## src/rtl/fpdec_pkg.sv

```systemverilog
package fpdec_pkg;

    localparam int INSN_W  = 32;
    localparam int REG_W   = 5;
    localparam int IDX_W   = REG_W + 1;
    localparam int N_OPND  = 3;
    localparam int N_SEL   = 12;
    localparam int COND_W  = 3;

    localparam int SEL_ADD   = 0;
    localparam int SEL_SUB   = 1;
    localparam int SEL_MUL   = 2;
    localparam int SEL_DIV   = 3;
    localparam int SEL_I2F   = 4;
    localparam int SEL_F2I   = 5;
    localparam int SEL_REM   = 6;
    localparam int SEL_MADD  = 7;
    localparam int SEL_CMP   = 8;
    localparam int SEL_CMPU  = 9;
    localparam int SEL_UNORD = 10;
    localparam int SEL_CUST  = 11;

    localparam logic [7:0] CODE_CUST_S = 8'hd0;
    localparam logic [7:0] CODE_CUST_D = 8'he0;

    typedef enum logic [COND_W-1:0] {
        CC_EQ = 3'd0,
        CC_NE = 3'd1,
        CC_GT = 3'd2,
        CC_GE = 3'd3,
        CC_LT = 3'd4,
        CC_LE = 3'd5
    } cmp_cond_e;

    typedef struct packed {
        logic              known;
        logic              dbl;
        logic [N_SEL-1:0]  sel;
        cmp_cond_e         cond;
    } opinfo_t;

    typedef struct packed {
        logic [IDX_W-1:0] idx;
        logic [REG_W-1:0] lo;
        logic [REG_W-1:0] hi;
    } operand_t;

    function automatic logic [REG_W-1:0] pair_second(input logic [REG_W-1:0] base,
                                                     input logic             far);
        return far ? REG_W'(base + REG_W'(2)) : REG_W'(base + REG_W'(1));
    endfunction

endpackage

```

## src/rtl/fpdec_opmap.sv

```systemverilog
module fpdec_opmap
    import fpdec_pkg::*;
(
    input  logic [7:0] code,
    output opinfo_t    info
);
    logic [3:0] nib;
    logic       grp_u;
    logic       is_rr;

    assign nib   = code[3:0];
    assign grp_u = code[5];
    assign is_rr = (code[7:6] == 2'b00);

    always_comb begin
        info = '0;
        if (code == CODE_CUST_S) begin
            info.known          = 1'b1;
            info.sel[SEL_CUST]  = 1'b1;
        end else if (code == CODE_CUST_D) begin
            info.known          = 1'b1;
            info.dbl            = 1'b1;
            info.sel[SEL_CUST]  = 1'b1;
        end else if (is_rr) begin
            if (!grp_u) begin
                if (nib < 4'd8) begin
                    info.known    = 1'b1;
                    info.dbl      = code[4];
                    info.sel[nib] = 1'b1;
                end else if (nib <= 4'd13) begin
                    info.known         = 1'b1;
                    info.dbl           = code[4];
                    info.sel[SEL_CMP]  = 1'b1;
                    info.cond          = cmp_cond_e'(3'(nib - 4'd8));
                end
            end else begin
                if (nib >= 4'd8 && nib <= 4'd13) begin
                    info.known         = 1'b1;
                    info.dbl           = code[4];
                    info.sel[SEL_CMPU] = 1'b1;
                    info.cond          = cmp_cond_e'(3'(nib - 4'd8));
                end else if (nib == 4'd14) begin
                    info.known          = 1'b1;
                    info.dbl            = code[4];
                    info.sel[SEL_UNORD] = 1'b1;
                end
            end
        end
    end

endmodule

```

## src/rtl/fpdec_operand.sv

```systemverilog
module fpdec_operand
    import fpdec_pkg::*;
(
    input  logic [REG_W-1:0] field,
    input  logic             flag,
    input  logic             dbl,
    output operand_t         opnd
);
    logic far;

    assign far = dbl & flag;

    always_comb begin
        opnd.idx = {far, field};
        opnd.lo  = field;
        opnd.hi  = dbl ? pair_second(field, flag) : field;
    end

endmodule

```

## src/rtl/fpdec_rsvchk.sv

```systemverilog
module fpdec_rsvchk
    import fpdec_pkg::*;
(
    input  logic             dbl,
    input  logic [N_SEL-1:0] sel,
    input  logic [2:0]       flags,
    input  logic [REG_W-1:0] d_field,
    input  logic [REG_W-1:0] b_field,
    output logic             bad
);
    logic is_conv, is_cmp, is_cust;
    logic bad_flags, bad_fields;

    assign is_conv = sel[SEL_I2F] | sel[SEL_F2I];
    assign is_cmp  = sel[SEL_CMP] | sel[SEL_CMPU] | sel[SEL_UNORD];
    assign is_cust = sel[SEL_CUST];

    always_comb begin
        if (!dbl) begin
            bad_flags = |flags;
        end else begin
            bad_flags = ((is_cmp | is_cust) & flags[2]) | (is_conv & flags[0]);
        end
        bad_fields = (is_conv & (|b_field))
                   | ((is_cmp | is_cust) & (|d_field));
    end

    assign bad = bad_flags | bad_fields;

endmodule

```

## src/rtl/fpu_rr_decoder.sv

```systemverilog
module fpu_rr_decoder
    import fpdec_pkg::*;
#(
    parameter logic [5:0] MAJOR_OP = 6'h32
) (
    input  logic              clk,
    input  logic              rst,
    input  logic              in_valid,
    input  logic [31:0]       in_insn,
    output logic              out_valid,
    output logic              out_illegal,
    output logic              out_double,
    output logic [11:0]       out_sel,
    output logic [2:0]        out_cond,
    output logic [5:0]        out_d_idx,
    output logic [4:0]        out_d_lo,
    output logic [4:0]        out_d_hi,
    output logic [5:0]        out_a_idx,
    output logic [4:0]        out_a_lo,
    output logic [4:0]        out_a_hi,
    output logic [5:0]        out_b_idx,
    output logic [4:0]        out_b_lo,
    output logic [4:0]        out_b_hi
);
    localparam int FLAG_TOP  = 10;
    localparam int FIELD_TOP = 25;

    opinfo_t          info;
    operand_t         opnd [N_OPND];
    logic             rsv_bad;
    logic             illegal_c;
    logic             major_ok;

    assign major_ok = (in_insn[31:26] == MAJOR_OP);

    fpdec_opmap u_opmap (
        .code (in_insn[7:0]),
        .info (info)
    );

    for (genvar g = 0; g < N_OPND; g++) begin : g_opnd
        localparam int LSB  = FIELD_TOP - REG_W + 1 - REG_W * g;
        localparam int FPOS = FLAG_TOP - g;
        fpdec_operand u_opnd (
            .field (in_insn[LSB +: REG_W]),
            .flag  (in_insn[FPOS]),
            .dbl   (info.dbl),
            .opnd  (opnd[g])
        );
    end

    fpdec_rsvchk u_rsv (
        .dbl     (info.dbl),
        .sel     (info.sel),
        .flags   (in_insn[10:8]),
        .d_field (in_insn[25:21]),
        .b_field (in_insn[15:11]),
        .bad     (rsv_bad)
    );

    assign illegal_c = !major_ok | !info.known | rsv_bad;

    operand_t r_opnd [N_OPND];

    always_ff @(posedge clk) begin
        if (rst) begin
            out_valid   <= 1'b0;
            out_illegal <= 1'b0;
            out_double  <= 1'b0;
            out_sel     <= '0;
            out_cond    <= '0;
            for (int i = 0; i < N_OPND; i++) r_opnd[i] <= '0;
        end else begin
            out_valid <= in_valid;
            if (in_valid) begin
                out_illegal <= illegal_c;
                out_double  <= info.dbl;
                out_sel     <= illegal_c ? '0 : info.sel;
                out_cond    <= illegal_c ? '0 : info.cond;
                for (int i = 0; i < N_OPND; i++) r_opnd[i] <= opnd[i];
            end
        end
    end

    assign out_d_idx = r_opnd[0].idx;
    assign out_d_lo  = r_opnd[0].lo;
    assign out_d_hi  = r_opnd[0].hi;
    assign out_a_idx = r_opnd[1].idx;
    assign out_a_lo  = r_opnd[1].lo;
    assign out_a_hi  = r_opnd[1].hi;
    assign out_b_idx = r_opnd[2].idx;
    assign out_b_lo  = r_opnd[2].lo;
    assign out_b_hi  = r_opnd[2].hi;

    a_r1_sel_onehot: assert property (@(posedge clk) disable iff (rst)
        out_valid |-> $onehot0(out_sel));

    a_r10_illegal_clears: assert property (@(posedge clk) disable iff (rst)
        (out_valid && out_illegal) |-> (out_sel == '0 && out_cond == '0));

    a_r10_legal_has_op: assert property (@(posedge clk) disable iff (rst)
        (out_valid && !out_illegal) |-> ($countones(out_sel) == 1));

    a_r2_cond_only_cmp: assert property (@(posedge clk) disable iff (rst)
        (out_valid && out_cond != '0) |-> (out_sel[SEL_CMP] || out_sel[SEL_CMPU]));

    a_r11_valid_follows: assert property (@(posedge clk) disable iff (rst)
        in_valid |=> out_valid);

    a_r11_idle_follows: assert property (@(posedge clk) disable iff (rst)
        !in_valid |=> !out_valid);

    a_r7_dst_pair: assert property (@(posedge clk) disable iff (rst)
        (out_valid && out_double) |->
            (out_d_hi == 5'(out_d_lo + (out_d_idx[5] ? 5'd2 : 5'd1))));

    a_r6_single_low_idx: assert property (@(posedge clk) disable iff (rst)
        (out_valid && !out_double) |->
            (!out_d_idx[5] && !out_a_idx[5] && !out_b_idx[5] && out_a_hi == out_a_lo));

endmodule

```

## config.mk

```make
export PLATFORM = sky130hd
export DESIGN_NAME = fpu_rr_decoder
export DESIGN_NICKNAME = d
export VERILOG_FILES = /design/src/rtl/fpdec_pkg.sv /design/src/rtl/fpdec_opmap.sv /design/src/rtl/fpdec_operand.sv /design/src/rtl/fpdec_rsvchk.sv /design/src/rtl/fpu_rr_decoder.sv
export SDC_FILE = /design/constraint.sdc
export NUM_CORES = 1
export LEC_CHECK = 0
export CAP_MARGIN = 10
export CORE_MARGIN = 2
export CORE_UTILIZATION = 25
export DETAILED_ROUTE_END_ITERATION = 8
export DONT_BUFFER_PORTS = 1
export PLACE_DENSITY = 0.5
export SYNTH_ARGS = -nofsm -noshare
export SYNTH_HDL_FRONTEND = slang
export SYNTH_SLANG_ARGS = --single-unit
export TNS_END_PERCENT = 50
```

## constraint.sdc

```tcl
create_clock -name clk -period 2.6 [get_ports clk]
set_input_delay 0.52 -clock clk [delete_from_list [all_inputs] [get_ports clk]]
set_output_delay 0.52 -clock clk [all_outputs]
set_load 0.02 [all_outputs]
```

==> Flow_metrics.wiki, run 1 <==
{| class="wikitable"
! Metric !! Value
|-
| Run status || finished, final reports clean
|-
| Kind of cell adding the most delay to the critical path || simple AND/OR/NAND/NOR gates
|-
| Max Clock Skew || 0 ps
|-
| Clock root cell || clkbuf_8
|-
| Placement-stage worst setup slack || 318 ps
|-
| Pre-antenna DRT Iters || 7
|-
| Vias/cell || slightly below 5
|-
| Post-CTS sizing || 0
|-
| Arrival time of data at the critical path endpoint || between 2000 and 2500 ps
|-
| Number of buffers inserted for hold repair after clock tree synthesis || 0
|-
| Initial standard-cell utilization of the core || 25.7%
|-
| Static leakage power || 0.000961 uW
|-
| Setup bufs post-CTS || 0
|-
| Unrepaired setup endpoints after global routing || no
|-
| Starting DRC count in detailed routing || 83
|-
| Crit share post-route || between 70% and 80%
|-
| Busiest layer in global routing || met2
|-
| Maximum number of pins on one net before global-route repair || 29
|-
| Total wirelength of the detailed-routed design || 6.42 mm
|-
| Longest Clk Path Bufs || 2
|-
| Netlist cell types || between 40 and 50
|-
| Type of the most critical hold path || in -> reg
|-
| CP peak stage delay || ~530 ps
|-
| Overall overflow remaining after global route || 0
|-
| Portion of total power attributed to the clock network || between 20% and 30%
|-
| Number of setup violations in the final report || 0
|-
| CP Buf/Inv Count || 0
|-
| Syn_area_per_cell || approximately 10 um^2
|-
| Floorplan die height || ~110 um
|-
| Last weighted congestion value of the routability-driven placer || 0.776
|-
| Maximum vdd drop || 0.000190 V
|-
| Synthesized netlist net count || ~300
|-
| EDFF count, synth || 33
|-
| Final number of max-transition violations || 0
|-
| Worst setup EP type || flip-flop
|-
| Share of layout cells above drive strength 1 || under 10%
|-
| Diodes inserted || 0
|-
| Clk slew on worst S/H paths || roughly 100 ps
|-
| FFs w/ async S/R, synth || 0%
|-
| Row cnt || 37
|-
| Part of the Yosys area used for sequential elements || 51.2%
|-
| Post-detailed-placement half-perimeter wirelength || roughly 4.7 mm
|-
| Post-route minimum period || slightly below 2000 ps
|-
| Number of I/O port buffers || 0
|-
| Slowest cell on crit path || or4_1
|-
| Number of nets in the layout || about 290
|-
| Area delta synth->final || 5.35%
|-
| Synthesized cell area || 2640 um^2
|-
| Clock latency on the worst-skew pair || 290 ps
|-
| Met2 Usage GRT || between 10% and 20%
|-
| Number of H-tree levels || 2
|-
| Proportion of power drawn by combinational gates || 7.1%
|-
| Required time at the worst-slack endpoint || 2750 ps
|-
| Main flop type after synthesis || edfxtp_1
|-
| Number of DRC violations after detailed routing || 0
|-
| Met1 demand-to-capacity share in global routing || 14.2%
|-
| #FFs+latches synth || 51
|-
| Die Area || between 10000 and 15000 um^2
|-
| Number of maximum-capacitance constraint violations || 0
|-
| Total Neg Setup Slack || 0 ps
|-
| Num Clock Sinks || slightly above 50
|-
| Internal Dissipation || about 1100 uW
|-
| Net Sw Frac || roughly 28%
|-
| Antenna violations before repair || 0
|-
| Internal reg-to-reg setup slack || around 1800 ps
|-
| Total number of yosys warnings || 0
|-
| Number of global-route vias before repair || around 1900
|-
| Highest fanout seen on the critical path || 23
|-
| Slew at the pin closest to its max-slew limit || 708 ps
|-
| Critical path start-end classification || in -> reg
|-
| Met3 track utilization from global routing || 4.50%
|-
| Cell Chain, Critical Path || nor3b_1, o21ai_0, o21a_2, or4_1, a21oi_1
|-
| Synthesized instance count || around 260
|-
| Number of top-level pins || about 100
|-
| Final Hold Viols || 0
|-
| WL per Instance || between 15 and 20 um
|-
| Post-layout worst setup margin || between 600 and 700 ps
|-
| PwrDens || 570 nW/um^2
|-
| Residual antenna-violating net count after detailed routing || 0
|-
| TritonCTS clock tree || done
|-
| DR vias || 1873
|-
| Placeable core area || between 10000 and 15000 um^2
|-
| Inserted Clock Buffers || 5
|-
| Net load switching power || around 440 uW
|-
| Share of power burned in registers || around 64%
|-
| Fmax || 512 MHz
|-
| First-pass GRT wire length || around 10 mm
|-
| Crit start category || input port
|-
| Total global routing track utilization || between 10% and 20%
|-
| Worst slew margin || between 50% and 60%
|-
| Horizontal extent of the die || ~110 um
|}
==> per-layer routing <==
layer  share of wire (%)  routed length (um)
met5                   0                   0
met4                0.73                  47
met3                 9.5                 609
met2                  47                3030
met1                  42                2730
==> final timing paths <==
kind	from	endpoint	cells past startpoint
max	in_insn[7]	r_opnd[0][20]$_SDFFCE_PN0P_	5
min	in_insn[0]	out_sel[4]$_SDFFE_PP0P_	1
max reg2reg	out_illegal$_SDFFE_PP0P_	out_illegal$_SDFFE_PP0P_	3
min reg2reg	out_sel[9]$_SDFFE_PP0P_	out_sel[9]$_SDFFE_PP0P_	2
==> state kept, by name, indices dropped and copies added (netlist names) <==
signal and cells:
out_valid 1, out_sel 12, out_illegal 1, r_opnd 33, out_cond 3, out_double 1
==> layout by cell type, fill, tap and decap left out, types with 3 or more instances in the layout <==
cell	n
inv_1	10
edfxtp_1	33
dfxtp_1	18
a21oi_1	15
o21ai_0	24
a32oi_1	3
clkbuf_8	5
and3_1	3
ha_1	8
or4_1	4
mux2i_1	7
nor3b_1	4
nor2_1	17
nand3_1	3
a211oi_1	5
buf_4	5
and2_1	12
or3_1	8
o31ai_1	7
nand2_1	31
nand4b_1	3
==> power groups by stage <==
stage,combinational (uW),sequential (uW),clock (uW)
2_1_floorplan,144,1000,0
3_3_place_gp,111,1040,0
3_5_place_dp,113,1040,0
4_1_cts,114,1020,479
5_1_grt,128,1020,506
6_report,112,1020,458
==> cell families after synthesis <==
kind of cell,share of synthesized area [%]
adders and majority gates,3.79
buffers and inverters,7.96
AOI/OAI and AO/OA,14.2
DFF,51.2
and+or+nand+nor,19.9
muxes,2.65
xor gates and xnor gates,0.332
==> cell usage after synthesis (2+ instances only) <==
cell type | n | area (um^2)
buf_4 | 15 | 113
or3_1 | 8 | 50.1
nand3_1 | 3 | 15.0
a211oi_1 | 5 | 37.5
mux2i_1 | 7 | 70.1
nand4b_1 | 3 | 26.3
dfxtp_1 | 18 | 360
a21oi_1 | 15 | 75.1
inv_1 | 10 | 37.5
nand2b_1 | 2 | 12.5
or4_1 | 4 | 30.0
and3_1 | 3 | 18.8
clkbuf_1 | 8 | 30.0
buf_2 | 2 | 10.0
a32oi_1 | 3 | 26.3
nor3b_1 | 4 | 30.0
ha_1 | 8 | 100
o21ai_0 | 24 | 120
nor2_1 | 17 | 63.8
nand2_1 | 31 | 116
edfxtp_1 | 33 | 991
and2_1 | 12 | 75.1
nor2b_1 | 2 | 12.5
o31ai_1 | 7 | 52.6
==> metrics by stage <==
stage / hold slack, ps / util (%) / cell area (um^2) / cells / total power (uW)
2_1_floorplan: 532 / - / 2640 / 263 / 1150
3_3_place_gp: 555 / 26.2 / 2700 / 377 / 1150
3_5_place_dp: 559 / 26.2 / 2700 / 377 / 1150
4_1_cts: 298 / 27.1 / 2780 / 385 / 1610
5_1_grt: 288 / 27.1 / 2780 / 385 / 1660
6_report: 300 / 27.1 / 2780 / 385 / 1590
==> area by class of cell <==
class	instances	area, um^2
inverter	10	37.5
clock buffer	6	72.6
tap	136	170
fill	1095	7490
timing repair buffer	6	57.6
multi-input combinational	174	1080
sequential	51	1350
clock inverter	2	13.8
Power figures use the tool's default switching activity.
==> run 2: changes to the inputs <==
ABC_AREA = 1   (was default)
clock period = 1.8 ns   (was 2.6 ns; I/O delays follow)
==> run 2 against run 1 <==
Sequential power grew 44%; count of clock-buffer cells in the layout is 1 lower; via count up 14%; clock skew unchanged; critical path depth grew 4; die area is 7.1% higher; area after synthesis grew 7.4%; largest power group unchanged; highest routed layer unchanged.
==> Flow_metrics.wiki, run 2 <==
{| class="wikitable"
! Metric !! Value
|-
| TritonCTS clock tree || done
|-
| CP peak stage delay || 280 ps (-250 ps)
|-
| Part of the Yosys area used for sequential elements || 47.6% (-3.5 points)
|-
| Horizontal extent of the die || 111 um (+3.5%)
|-
| Required time at the worst-slack endpoint || 2030 ps (-720 ps)
|-
| Library cell with the highest instance count after synthesis || nand2_1
|-
| Number of I/O port buffers || 0 (unchanged)
|-
| Antenna violations before repair || 0 (unchanged)
|-
| Netlist cell types || 33 (-23%)
|-
| Crit start category || input port
|-
| Vias/cell || 4.66 (-4.3%)
|-
| Die Area || 12200 um^2 (+7.1%)
|-
| Portion of total power attributed to the clock network || 39.0% (+10 points)
|-
| Number of buffers inserted for hold repair after clock tree synthesis || 0 (unchanged)
|-
| Top cells by area, synth || edfxtp_1 35%, dfxtp_1 13%, nand2_1 8.1%
|-
| Starting DRC count in detailed routing || 95 (+14%)
|-
| FFs w/ async S/R, synth || 0% (unchanged)
|-
| Row cnt || 38 (+2.7%)
|-
| Final number of max-transition violations || 0 (unchanged)
|-
| Residual antenna-violating net count after detailed routing || 0 (unchanged)
|-
| Minimum hold slack || 291 ps (-9.27 ps)
|-
| PwrDens || 902 nW/um^2 (+58%)
|-
| Synthesized instance count || 328 (+25%)
|-
| Clock root cell || clkbuf_16
|-
| Setup bufs post-CTS || 0 (unchanged)
|-
| Num Clock Sinks || 51 (unchanged)
|-
| Number of maximum-capacitance constraint violations || 0 (unchanged)
|-
| Syn_area_per_cell || 8.65 um^2 (-14%)
|-
| Area delta synth->final || 8.25%
|-
| Final Hold Viols || 0 (unchanged)
|-
| Critical path start-end classification || in -> reg
|-
| Clock latency on the worst-skew pair || 290 ps (about the same)
|-
| Most frequent standard cell in the layout excluding fill and tap cells || nand2_1
|-
| Diodes inserted || 0 (unchanged)
|-
| Total number of yosys warnings || 0 (unchanged)
|-
| Pre-antenna DRT Iters || 4 (-3)
|-
| Fmax || roughly 730 MHz
|-
| Overall overflow remaining after global route || 0 (unchanged)
|-
| Post-detailed-placement half-perimeter wirelength || 5.42 mm (+15%)
|-
| Post-CTS sizing || 0 (unchanged)
|-
| Inserted Clock Buffers || 5 (unchanged)
|-
| Net Sw Frac || 26.3% (-1.4 points)
|-
| Clk slew on worst S/H paths || 70 ps (-30 ps)
|-
| Highest fanout seen on the critical path || 15 (-35%)
|-
| Synthesized cell area || 2840 um^2 (+7.4%)
|-
| Share of power burned in registers || 53.1% (-11 points)
|-
| Total global routing track utilization || 11.9% (+0.64 points)
|-
| Post-route minimum period || 1380 ps
|-
| Last weighted congestion value of the routability-driven placer || 0.879 (+13%)
|-
| Placeable core area || 10900 um^2 (+6.4%)
|-
| Cell Chain, Critical Path || inv_1, ha_1, nand3_1, nor3_1, buf_4, nor2_4, nor2_8, nand4_1, nand2_1
|-
| Net load switching power || 727 uW (+65%)
|-
| Maximum number of pins on one net before global-route repair || 34 (+17%)
|-
| # fillers || 1181 (+7.9%)
|-
| Commonest cells post-synth || 61 x nand2_1, 43 x nor2_1, 33 x edfxtp_1
|-
| Share of the synthesized area in the top cell type || 34.9% (-2.6 points)
|-
| Internal Dissipation || 2040 uW (+78%)
|-
| First-pass GRT wire length || 11.8 mm (+18%)
|-
| Run status || finished, final reports clean
|-
| Commonest non-fill, non-tap cells in the layout || 61 x nand2_1, 42 x nor2_1, 33 x edfxtp_1, 31 x inv_1
|-
| Synthesized netlist net count || 371 (+21%)
|-
| Initial standard-cell utilization of the core || 25.9% (+0.24 points)
|-
| Slew at the pin closest to its max-slew limit || 426 ps (-282 ps)
|-
| Arrival time of data at the critical path endpoint || 1600 ps (-510 ps)
|-
| Proportion of power drawn by combinational gates || 7.8% (+0.7 points)
|-
| Largest registers in the final layout || r_opnd: 33 flops, out_sel: 12 flops, out_cond: 3 flops
|-
| Fin util || 28.1% (+1.0 points)
|-
| Type of the most critical hold path || in -> reg
|-
| Worst slew margin || 71.3% (+19 points)
|-
| Worst setup EP type || flip-flop
|-
| Total wirelength of the detailed-routed design || 7.00 mm (+9.0%)
|-
| Number of top-level pins || 101 (unchanged)
|-
| Slowest cell on crit path || nor3_1
|-
| Number of DRC violations after detailed routing || 0 (unchanged)
|-
| Share of layout cells above drive strength 1 || 13.2% (+6.0 points)
|-
| Main flop type after synthesis || edfxtp_1
|-
| Top reg by flops || r_opnd
|-
| Maximum vdd drop || 0.000615 V (+220%)
|-
| #FFs+latches synth || 51 (unchanged)
|-
| Flip-flop count of the largest register after layout || 33 (unchanged)
|-
| Total Neg Setup Slack || 0 ps (unchanged)
|-
| DR vias || 2132 (+14%)
|-
| Area leader, netlist || edfxtp_1
|-
| Number of setup violations in the final report || 0 (unchanged)
|-
| WL per Instance || 15.3 um (-8.3%)
|-
| Static leakage power || 0.00132 uW (+37%)
|-
| Longest Clk Path Bufs || 2 (unchanged)
|-
| Number of nets in the layout || 360 (+24%)
|-
| Floorplan die height || 111 um (+3.5%)
|-
| Number of global-route vias before repair || 2195 (+18%)
|-
| Number of H-tree levels || 2 (unchanged)
|-
| Crit share post-route || between 70% and 80%
|-
| Unrepaired setup endpoints after global routing || no
|-
| EDFF count, synth || 33 (unchanged)
|-
| Max Clock Skew || 0 ps (unchanged)
|}
-- run 2: changes by cell type after synthesis, moves of 8 or more --
| cell | change |
|---|---|
| or3_1 | -8 |
| o21ai_0 | -18 |
| and2_1 | -12 |
| inv_1 | +22 |
| nand4_1 | +17 |
| nor2_1 | +26 |
| nand3_1 | +11 |
| nand2_1 | +30 |
| a31oi_1 | +9 |
-- run 2: logic make-up after synthesis --
group           synth area share [%]
compound gates                  8.03
fa+ha+maj                       3.53
buf+inv                         11.1
flops                           47.6
simple gates                    29.7
-- run 2: routing by layer --
layer | wire (um) | up-vias | global-route usage (%)
met4 | 44 | 0 | 2.08
met5 | 0 | - | 0
met1 | 3000 | 967 | 14.9
met3 | 641 | 5 | 4.67
li1 | - | 1071 | -
met2 | 3310 | 89 | 19.8
-- run 2: final timing paths --
kind	from	to	slack, ps	cells past startpoint
worst min-delay path	in_insn[24]	r_opnd[0][3]$_SDFFCE_PN0P_	290	2
worst max-delay path	in_insn[21]	out_sel[2]$_SDFFE_PP0P_	420	9
worst min register to register	out_sel[3]$_SDFFE_PP0P_	out_sel[3]$_SDFFE_PP0P_	550	2
worst max register to register	out_sel[11]$_SDFFE_PP0P_	out_sel[11]$_SDFFE_PP0P_	1120	2
-- run 2: final cells by class --
cell class,count,area (um^2),share of cell area [%]
clock buffers,5,125,4.07
well taps,140,175,5.70
clock inverters,3,42.5,1.39
flip-flops and latches,51,1350,44.0
inverters,36,139,4.52
multi-input cells,216,1170,38.2
repair buffers,7,65.1,2.12
-- run 2: power groups by stage --
stage | sequential, uW | clock [uW] | combinational (uW)
2_1_floorplan | 1450 | 0 | 243
3_3_place_gp | 1500 | 0 | 217
3_5_place_dp | 1500 | 0 | 219
4_1_cts | 1480 | 1120 | 220
5_1_grt | 1480 | 1180 | 250
6_report | 1470 | 1080 | 217
-- run 2: through the flow --
stage | setup slack [ps] | power [uW] | area [um^2] | instances
floorplan | 92.5 | 1690 | 2840 | 328
global placement | 147 | 1720 | 2900 | 450
detailed placement | 131 | 1720 | 2900 | 450
CTS | 415 | 2810 | 3070 | 458
global route | 255 | 2910 | 3070 | 458
finish | 423 | 2770 | 3070 | 458
-- run 2: critical path: cells and delay by family --
family,cells,cell delay [ps]
buffers and inverters,2,290
adder cells (fa/ha/maj),1,160
AND/OR/NAND/NOR,6,790
